<file path="src/rtl/cfgp_pkg.sv">
package cfgp_pkg;

    // Bus addresses of the two ports
    localparam logic [7:0] PORT_INDEX = 8'h22;
    localparam logic [7:0] PORT_DATA  = 8'h23;

    // First index of the upper (extended-only) register range
    localparam logic [7:0] EXT_FIRST  = 8'h60;

    // Register indices with side effects
    localparam logic [7:0] IDX_CLKDIV = 8'h10;
    localparam logic [7:0] IDX_CLKSRC = 8'h1C;
    localparam logic [7:0] IDX_SWSMI  = 8'h64;
    localparam logic [7:0] IDX_SMIEN  = 8'h65;
    localparam logic [7:0] IDX_STATUS = 8'h6A;
    localparam logic [7:0] IDX_SMRAM  = 8'h70;

    // Bit positions inside those registers
    localparam int BIT_TRIGGER = 7;
    localparam int BIT_SMIEN   = 7;
    localparam int BIT_BANK    = 7;
    localparam int BIT_FIXCLK  = 1;
    localparam int BIT_SMRAM   = 2;
    localparam int BIT_SWFLAG  = 4;

    typedef enum logic [1:0] {
        DIV_BY4 = 2'b00,
        DIV_BY6 = 2'b01,
        DIV_BY8 = 2'b10,
        DIV_RSV = 2'b11
    } isa_div_e;

endpackage

</file>
<file path="src/rtl/cfg_regfile.sv">
module cfg_regfile
    import cfgp_pkg::*;
#(
    parameter int DW       = 8,
    parameter bit EXTENDED = 1'b1
) (
    input  logic          clk,
    input  logic          rst_n,
    input  logic          idx_wr,
    input  logic          dat_wr,
    input  logic [DW-1:0] wdata,
    output logic [DW-1:0] idx_o,
    output logic [DW-1:0] rd_byte,
    output logic          wr_accept,
    output logic [DW-1:0] tap_clkdiv,
    output logic [DW-1:0] tap_clksrc,
    output logic [DW-1:0] tap_smien,
    output logic [DW-1:0] tap_smram
);

    localparam int            REG_COUNT = 1 << DW;
    localparam logic [DW-1:0] EXT_LO    = DW'(EXT_FIRST);

    typedef struct packed {
        logic [DW-1:0]                 idx;
        logic [REG_COUNT-1:0][DW-1:0]  regs;
    } rf_state_t;

    rf_state_t s_d, s_q;

    always_comb begin
        wr_accept = dat_wr && (EXTENDED || (s_q.idx < EXT_LO));
        s_d = s_q;
        if (idx_wr) begin
            s_d.idx = wdata;
        end
        if (wr_accept) begin
            s_d.regs[s_q.idx] = wdata;
        end
    end

    always_ff @(posedge clk or negedge rst_n) begin
        if (!rst_n) begin
            s_q <= '0;
        end else begin
            s_q <= s_d;
        end
    end

    assign idx_o      = s_q.idx;
    assign rd_byte    = s_q.regs[s_q.idx];
    assign tap_clkdiv = s_q.regs[DW'(IDX_CLKDIV)];
    assign tap_clksrc = s_q.regs[DW'(IDX_CLKSRC)];
    assign tap_smien  = s_q.regs[DW'(IDX_SMIEN)];
    assign tap_smram  = s_q.regs[DW'(IDX_SMRAM)];

    // an index-port write is the index seen on the next cycle
    p_index_load_r1: assert property (@(posedge clk) disable iff (!rst_n)
        idx_wr |=> (idx_o == $past(wdata)));

    // basic variant keeps the whole array unchanged on an upper-range write
    p_basic_drop_r3: assert property (@(posedge clk) disable iff (!rst_n)
        (dat_wr && !EXTENDED && (idx_o >= EXT_LO)) |=> $stable(s_q.regs));

endmodule

</file>
<file path="src/rtl/cfg_smi_ctrl.sv">
module cfg_smi_ctrl
    import cfgp_pkg::*;
#(
    parameter int DW = 8
) (
    input  logic          clk,
    input  logic          rst_n,
    input  logic          trig,
    input  logic          smi_en,
    input  logic          bank_wr,
    input  logic          bank_sel,
    input  logic          rd_clr,
    input  logic          smi_ack,
    output logic [DW-1:0] stat_byte,
    output logic          smi_req
);

    typedef struct packed {
        logic [DW-1:0] st0;
        logic [DW-1:0] st1;
        logic          bank;
        logic          req;
    } smi_state_t;

    smi_state_t s_d, s_q;

    always_comb begin
        s_d = s_q;
        if (bank_wr) begin
            s_d.bank = bank_sel;
        end
        if (rd_clr) begin
            if (s_q.bank) begin
                s_d.st1 = '0;
            end else begin
                s_d.st0 = '0;
            end
        end
        if (trig) begin
            s_d.st0[BIT_SWFLAG] = 1'b1;
        end
        if (smi_ack) begin
            s_d.req = 1'b0;
        end
        if (trig && smi_en) begin
            s_d.req = 1'b1;
        end
    end

    always_ff @(posedge clk or negedge rst_n) begin
        if (!rst_n) begin
            s_q <= '0;
        end else begin
            s_q <= s_d;
        end
    end

    assign stat_byte = s_q.bank ? s_q.st1 : s_q.st0;
    assign smi_req   = s_q.req;

    // an enabled trigger raises the request
    p_trigger_req_r4: assert property (@(posedge clk) disable iff (!rst_n)
        (trig && smi_en) |=> smi_req);

    // every trigger marks the software flag
    p_trigger_flag_r4: assert property (@(posedge clk) disable iff (!rst_n)
        trig |=> s_q.st0[BIT_SWFLAG]);

    // the request holds until acknowledged
    p_req_hold_r6: assert property (@(posedge clk) disable iff (!rst_n)
        (smi_req && !smi_ack) |=> smi_req);

    // without a trigger the request never rises
    p_req_cause_r6: assert property (@(posedge clk) disable iff (!rst_n)
        (!smi_req && !trig) |=> !smi_req);

    // a read of the selected byte leaves it zero
    p_read_clear_r5: assert property (@(posedge clk) disable iff (!rst_n)
        (rd_clr && !trig && !bank_wr) |=> (stat_byte == '0));

endmodule

</file>
<file path="src/rtl/cfg_isaclk.sv">
module cfg_isaclk
    import cfgp_pkg::*;
#(
    parameter int DIV_W = 4
) (
    input  logic             clk,
    input  logic             rst_n,
    input  logic [1:0]       div_sel,
    input  logic             fixed_sel,
    output logic [DIV_W-1:0] isa_div,
    output logic             isa_fixed
);

    localparam logic [DIV_W-1:0] DIV4 = DIV_W'(4);
    localparam logic [DIV_W-1:0] DIV6 = DIV_W'(6);
    localparam logic [DIV_W-1:0] DIV8 = DIV_W'(8);

    typedef struct packed {
        logic [DIV_W-1:0] div;
        logic             fixed;
    } clk_state_t;

    clk_state_t s_d, s_q;

    always_comb begin
        s_d.fixed = fixed_sel;
        case (isa_div_e'(div_sel))
            DIV_BY6: s_d.div = DIV6;
            DIV_BY8: s_d.div = DIV8;
            default: s_d.div = DIV4;
        endcase
    end

    always_ff @(posedge clk or negedge rst_n) begin
        if (!rst_n) begin
            s_q.div   <= DIV4;
            s_q.fixed <= 1'b0;
        end else begin
            s_q <= s_d;
        end
    end

    assign isa_div   = s_q.div;
    assign isa_fixed = s_q.fixed;

    // divide-by-6 code follows one cycle later
    p_div_six_r7: assert property (@(posedge clk) disable iff (!rst_n)
        (div_sel == 2'b01) |=> (isa_div == DIV6));

    // divide-by-8 code follows one cycle later
    p_div_eight_r7: assert property (@(posedge clk) disable iff (!rst_n)
        (div_sel == 2'b10) |=> (isa_div == DIV8));

    // fixed-clock select follows one cycle later
    p_fixed_src_r8: assert property (@(posedge clk) disable iff (!rst_n)
        fixed_sel |=> isa_fixed);

endmodule

</file>
<file path="src/rtl/cfg_index_port.sv">
module cfg_index_port
    import cfgp_pkg::*;
#(
    parameter bit EXTENDED = 1'b1,
    parameter int DW       = 8,
    parameter int ADDR_W   = 8
) (
    input  logic              clk,
    input  logic              rst_n,
    input  logic [ADDR_W-1:0] io_addr,
    input  logic              io_wr,
    input  logic              io_rd,
    input  logic [DW-1:0]     io_wdata,
    output logic [DW-1:0]     io_rdata,
    input  logic              smi_ack,
    output logic              smi_req,
    output logic [3:0]        isa_div,
    output logic              isa_fixed_clk,
    output logic              smram_win_en
);

    localparam logic [ADDR_W-1:0] A_INDEX = ADDR_W'(PORT_INDEX);
    localparam logic [ADDR_W-1:0] A_DATA  = ADDR_W'(PORT_DATA);
    localparam logic [DW-1:0]     I_SWSMI = DW'(IDX_SWSMI);
    localparam logic [DW-1:0]     I_STAT  = DW'(IDX_STATUS);

    logic          idx_wr, dat_wr, dat_rd;
    logic [DW-1:0] idx, reg_byte, stat_byte;
    logic          wr_accept;
    logic [DW-1:0] tap_clkdiv, tap_clksrc, tap_smien, tap_smram;
    logic          on_status, trig, bank_wr, rd_clr;

    always_comb begin
        idx_wr    = io_wr && (io_addr == A_INDEX);
        dat_wr    = io_wr && (io_addr == A_DATA);
        dat_rd    = io_rd && (io_addr == A_DATA);
        on_status = EXTENDED && (idx == I_STAT);
        trig      = wr_accept && (idx == I_SWSMI) && io_wdata[BIT_TRIGGER];
        bank_wr   = wr_accept && (idx == I_STAT);
        rd_clr    = dat_rd && on_status;
        if (!dat_rd) begin
            io_rdata = '1;
        end else if (on_status) begin
            io_rdata = stat_byte;
        end else begin
            io_rdata = reg_byte;
        end
    end

    cfg_regfile #(
        .DW       (DW),
        .EXTENDED (EXTENDED)
    ) u_regs (
        .clk        (clk),
        .rst_n      (rst_n),
        .idx_wr     (idx_wr),
        .dat_wr     (dat_wr),
        .wdata      (io_wdata),
        .idx_o      (idx),
        .rd_byte    (reg_byte),
        .wr_accept  (wr_accept),
        .tap_clkdiv (tap_clkdiv),
        .tap_clksrc (tap_clksrc),
        .tap_smien  (tap_smien),
        .tap_smram  (tap_smram)
    );

    cfg_smi_ctrl #(
        .DW (DW)
    ) u_smi (
        .clk       (clk),
        .rst_n     (rst_n),
        .trig      (trig),
        .smi_en    (tap_smien[BIT_SMIEN]),
        .bank_wr   (bank_wr),
        .bank_sel  (io_wdata[BIT_BANK]),
        .rd_clr    (rd_clr),
        .smi_ack   (smi_ack),
        .stat_byte (stat_byte),
        .smi_req   (smi_req)
    );

    cfg_isaclk #(
        .DIV_W (4)
    ) u_isaclk (
        .clk       (clk),
        .rst_n     (rst_n),
        .div_sel   (tap_clkdiv[1:0]),
        .fixed_sel (tap_clksrc[BIT_FIXCLK]),
        .isa_div   (isa_div),
        .isa_fixed (isa_fixed_clk)
    );

    generate
        if (EXTENDED) begin : g_smram
            assign smram_win_en = tap_smram[BIT_SMRAM];
        end else begin : g_no_smram
            assign smram_win_en = 1'b0;
        end
    endgenerate

    // reads away from the data port return all ones
    p_other_port_ff_r2: assert property (@(posedge clk) disable iff (!rst_n)
        (io_rd && (io_addr != A_DATA)) |-> (io_rdata == '1));

    // a status read empties the byte it returned
    p_status_read_r5: assert property (@(posedge clk) disable iff (!rst_n)
        (dat_rd && on_status && !io_wr) |=> (stat_byte == '0));

endmodule

</file>
<file path="config.mk">
export PLATFORM = sky130hd
export DESIGN_NAME = cfg_index_port
export DESIGN_NICKNAME = d
export VERILOG_FILES = /design/src/rtl/cfgp_pkg.sv /design/src/rtl/cfg_regfile.sv /design/src/rtl/cfg_smi_ctrl.sv /design/src/rtl/cfg_isaclk.sv /design/src/rtl/cfg_index_port.sv
export SDC_FILE = /design/constraint.sdc
export NUM_CORES = 2
export LEC_CHECK = 0
export BUFFER_PORTS_ARGS = -buffer_cell sky130_fd_sc_hd__buf_2
export CORE_MARGIN = 8
export CORE_UTILIZATION = 45
export CTS_BUF_LIST = sky130_fd_sc_hd__clkbuf_4 sky130_fd_sc_hd__clkbuf_8
export DETAILED_ROUTE_END_ITERATION = 10
export PLACE_DENSITY = 0.69
export SETUP_SLACK_MARGIN = 0.4
export SYNTH_ARGS = -nofsm -noshare
export SYNTH_HDL_FRONTEND = slang
export SYNTH_HIERARCHICAL = 1
export SYNTH_SLANG_ARGS = --single-unit
</file>
<file path="constraint.sdc">
create_clock -name clk -period 4.2 [get_ports clk]
set_input_delay 0.42 -clock clk [delete_from_list [all_inputs] [get_ports clk]]
set_output_delay 0.42 -clock clk [all_outputs]
set_load 0.005 [all_outputs]
</file>
==> reports/results.ini <==
[synth]
synthCells=5925
synth.avg_cell_area_sq_um=15.7
synth-warning-count=6
syn_area_sq_um=93300

[worst_setup_path]
worstSetupEndpointType=primary output
crit_type=register to primary output
cp.arrival_ns=4.35
slowest_delay_ns=0.56
r2r_setup_slack_ns=0.57
cp.buffers_inverters=5
path_max_fanout=12
critPathTopFamily=compound AO/OA/AOI/OAI gates
critPathRequiredTime_ns=3.78
ff2ff_path_depth=8
rr_endpoint=u_regs/s_q[1202]
crit_slowest_cell=mux4_2
crit_chain=buf_12 -> buf_12 -> buf_12 -> mux4_2 -> a22oi_2 -> a21oi_1 -> o41ai_4 -> buf_4 -> nand4_1 -> o21ai_2 -> nand3_2 -> buf_2
worst_path_most_repeated_cell=buf_12
crit_cells=12
start_kind=register
r2r_start=u_regs/idx_o[0]

[sta]
fin_crit_sh_pct=114
worstMarginPinSlew_ns=1.32
fmax_mhz=210
period_needed_ns=4.77
fin_worst_skew_ns=0.0687
relSlewSlack_pct=11.7
final_max_slew_viol_count=0
finalHoldViolCount=0
setup_viol=8
rsz0062_at_grt=yes
tns_ns=-4.01
layout_setup_ws_ns=-0.571

[routing]
post_drt_wl_per_cell_um=27.5
drc=0
drtIter0Drc=4406
via_count=55400
finalWirelength_um=252000
drt-vias-per-instance=6.07
antenna_left=0
dr.pass1.iters=6

[floorplan]
die_area_sq_um=222000
ios=36
chipHeight_um=471
initial_utilization_pct=45.1
die_w_um=471
coreArea_sq_um=207000
rows=167

[finish]
multi_input_area_sq_um=40700
fillCellCount=16700
area.sequential_sq_um=51600
layout.cells.most_common=dfrtp_1
final_cell_mix=dfrtp_1 (2,060), mux2_2 (2,056), mux4_2 (512)
final_nets=6211
stdcell_count=9137
drive_gt1_share_pct=60.5
syn2layout_area_growth_pct=15.2

[clock_tree]
root_buffer=clkbuf_8
cts_tree=yes
cts_buffer_depth=4
path_clk_slew_ns=0.06
numCtsBuffers=354
htreeDepth=5
cts.sinks=2063
clk_latency_ns=1.05

[placement]
dp_cells=8438
io_buffers=34
hpwlAfterDp_um=152000
place_congestion=0.843

[global_routing]
grt_max_degree=168
overflow=0
grt_pass1_wl_um=386000
antenna_found_initial=8
grt_pass1_vias=59800
grt_use_total_pct=22.4

[pwr]
ir_drop_uv=347
p_leak_uw=0.0503
p_per_area_nw_per_um2=375

[worst_hold_path]
min_to=u_regs/s_q[1434]
hold_class=primary input to register
hold_depth=2
hold_start=io_wdata[2]

[flow_run]
drv_cap=0

[run_status]
violations=setup timing
status=complete, but fails checks

## metrics by stage
step                      hold WS [ns]  worst slack, ns  cell area [sq um]  total power, uW  utilization (%)
after global placement           0.401           -0.516              97700            21900             47.3
after floorplan                  0.124             1.45              93300            21000                -
after CTS                       0.0111           -0.600             107000            40700             51.7
after global routing            0.0475           -0.639             108000            41700             52.0
after detailed placement         0.420           -0.417              97700            22000             47.3
final                           0.0271           -0.571             108000            40300             52.0
## final cells by class
class	count	share of cell area (%)
tap	2704	3.15
antenna	11	0.0256
sequential	2063	48.0
clock inverter	35	0.256
timing repair buffer	389	4.23
multi-input combinational	3380	37.9
inverter	2	0.00698
clock buffer	553	6.43
## power breakdown
part	total [uW]	internal [uW]	switching [uW]
Clock	18500	10500	8000
Sequential	19900	19900	12.2
Combinational	1890	539	1350
## worst register-to-register path, stage by stage (launching register included)
cell and delay (ns):
dfrtp_4 0.51, buf_4 0.18, buf_16 0.19, buf_16 0.19, and3b_1 0.42, nand2_2 0.62
buf_4 0.43, nor2_2 0.51, mux2_2 0.40
## layer usage
metal / routed length [um] / vias up / track usage (%)
met1: 106000 / 30200 / 31.0
met5: 30 / - / 0
met3: 16500 / 573 / 4.85
li1: - / 22800 / -
met2: 118000 / 1818 / 34.8
met4: 10500 / 4 / 8.92
## how the worst max path moves through the flow
stage	startpoint	end	slack, ns
after detailed placement	u_regs/idx_o[0]	io_rdata[5]	-0.42
after global routing	u_regs/idx_o[0]	io_rdata[3]	-0.64
final	u_regs/idx_o[0]	io_rdata[3]	-0.57
after global placement	u_regs/idx_o[0]	io_rdata[5]	-0.52
after floorplan	u_regs/idx_o[0]	io_rdata[7]	1.45
after CTS	u_regs/idx_o[0]	io_rdata[5]	-0.60
## registers in the layout (all words and copies together), names as in the netlist
signal	flops
u_regs/s_q	2016
u_smi/smi_req	1
u_regs/tap_smram	8
u_regs/idx_o	8
u_regs/tap_clksrc	8
u_regs/tap_smien	8
u_regs/tap_clkdiv	8
u_isaclk/isa_fixed	1
u_smi/s_q	2
u_isaclk/isa_div	3
## what timing repair did
item	in CTS	in global routing
gates cloned	18	1
gates resized for setup	187	64
endpoints found under the hold margin	868	0
setup buffers	36	37
pin swaps	39	21
hold buffers	8	0
setup endpoints to repair	8	8
(Power assumes the default switching activity.)
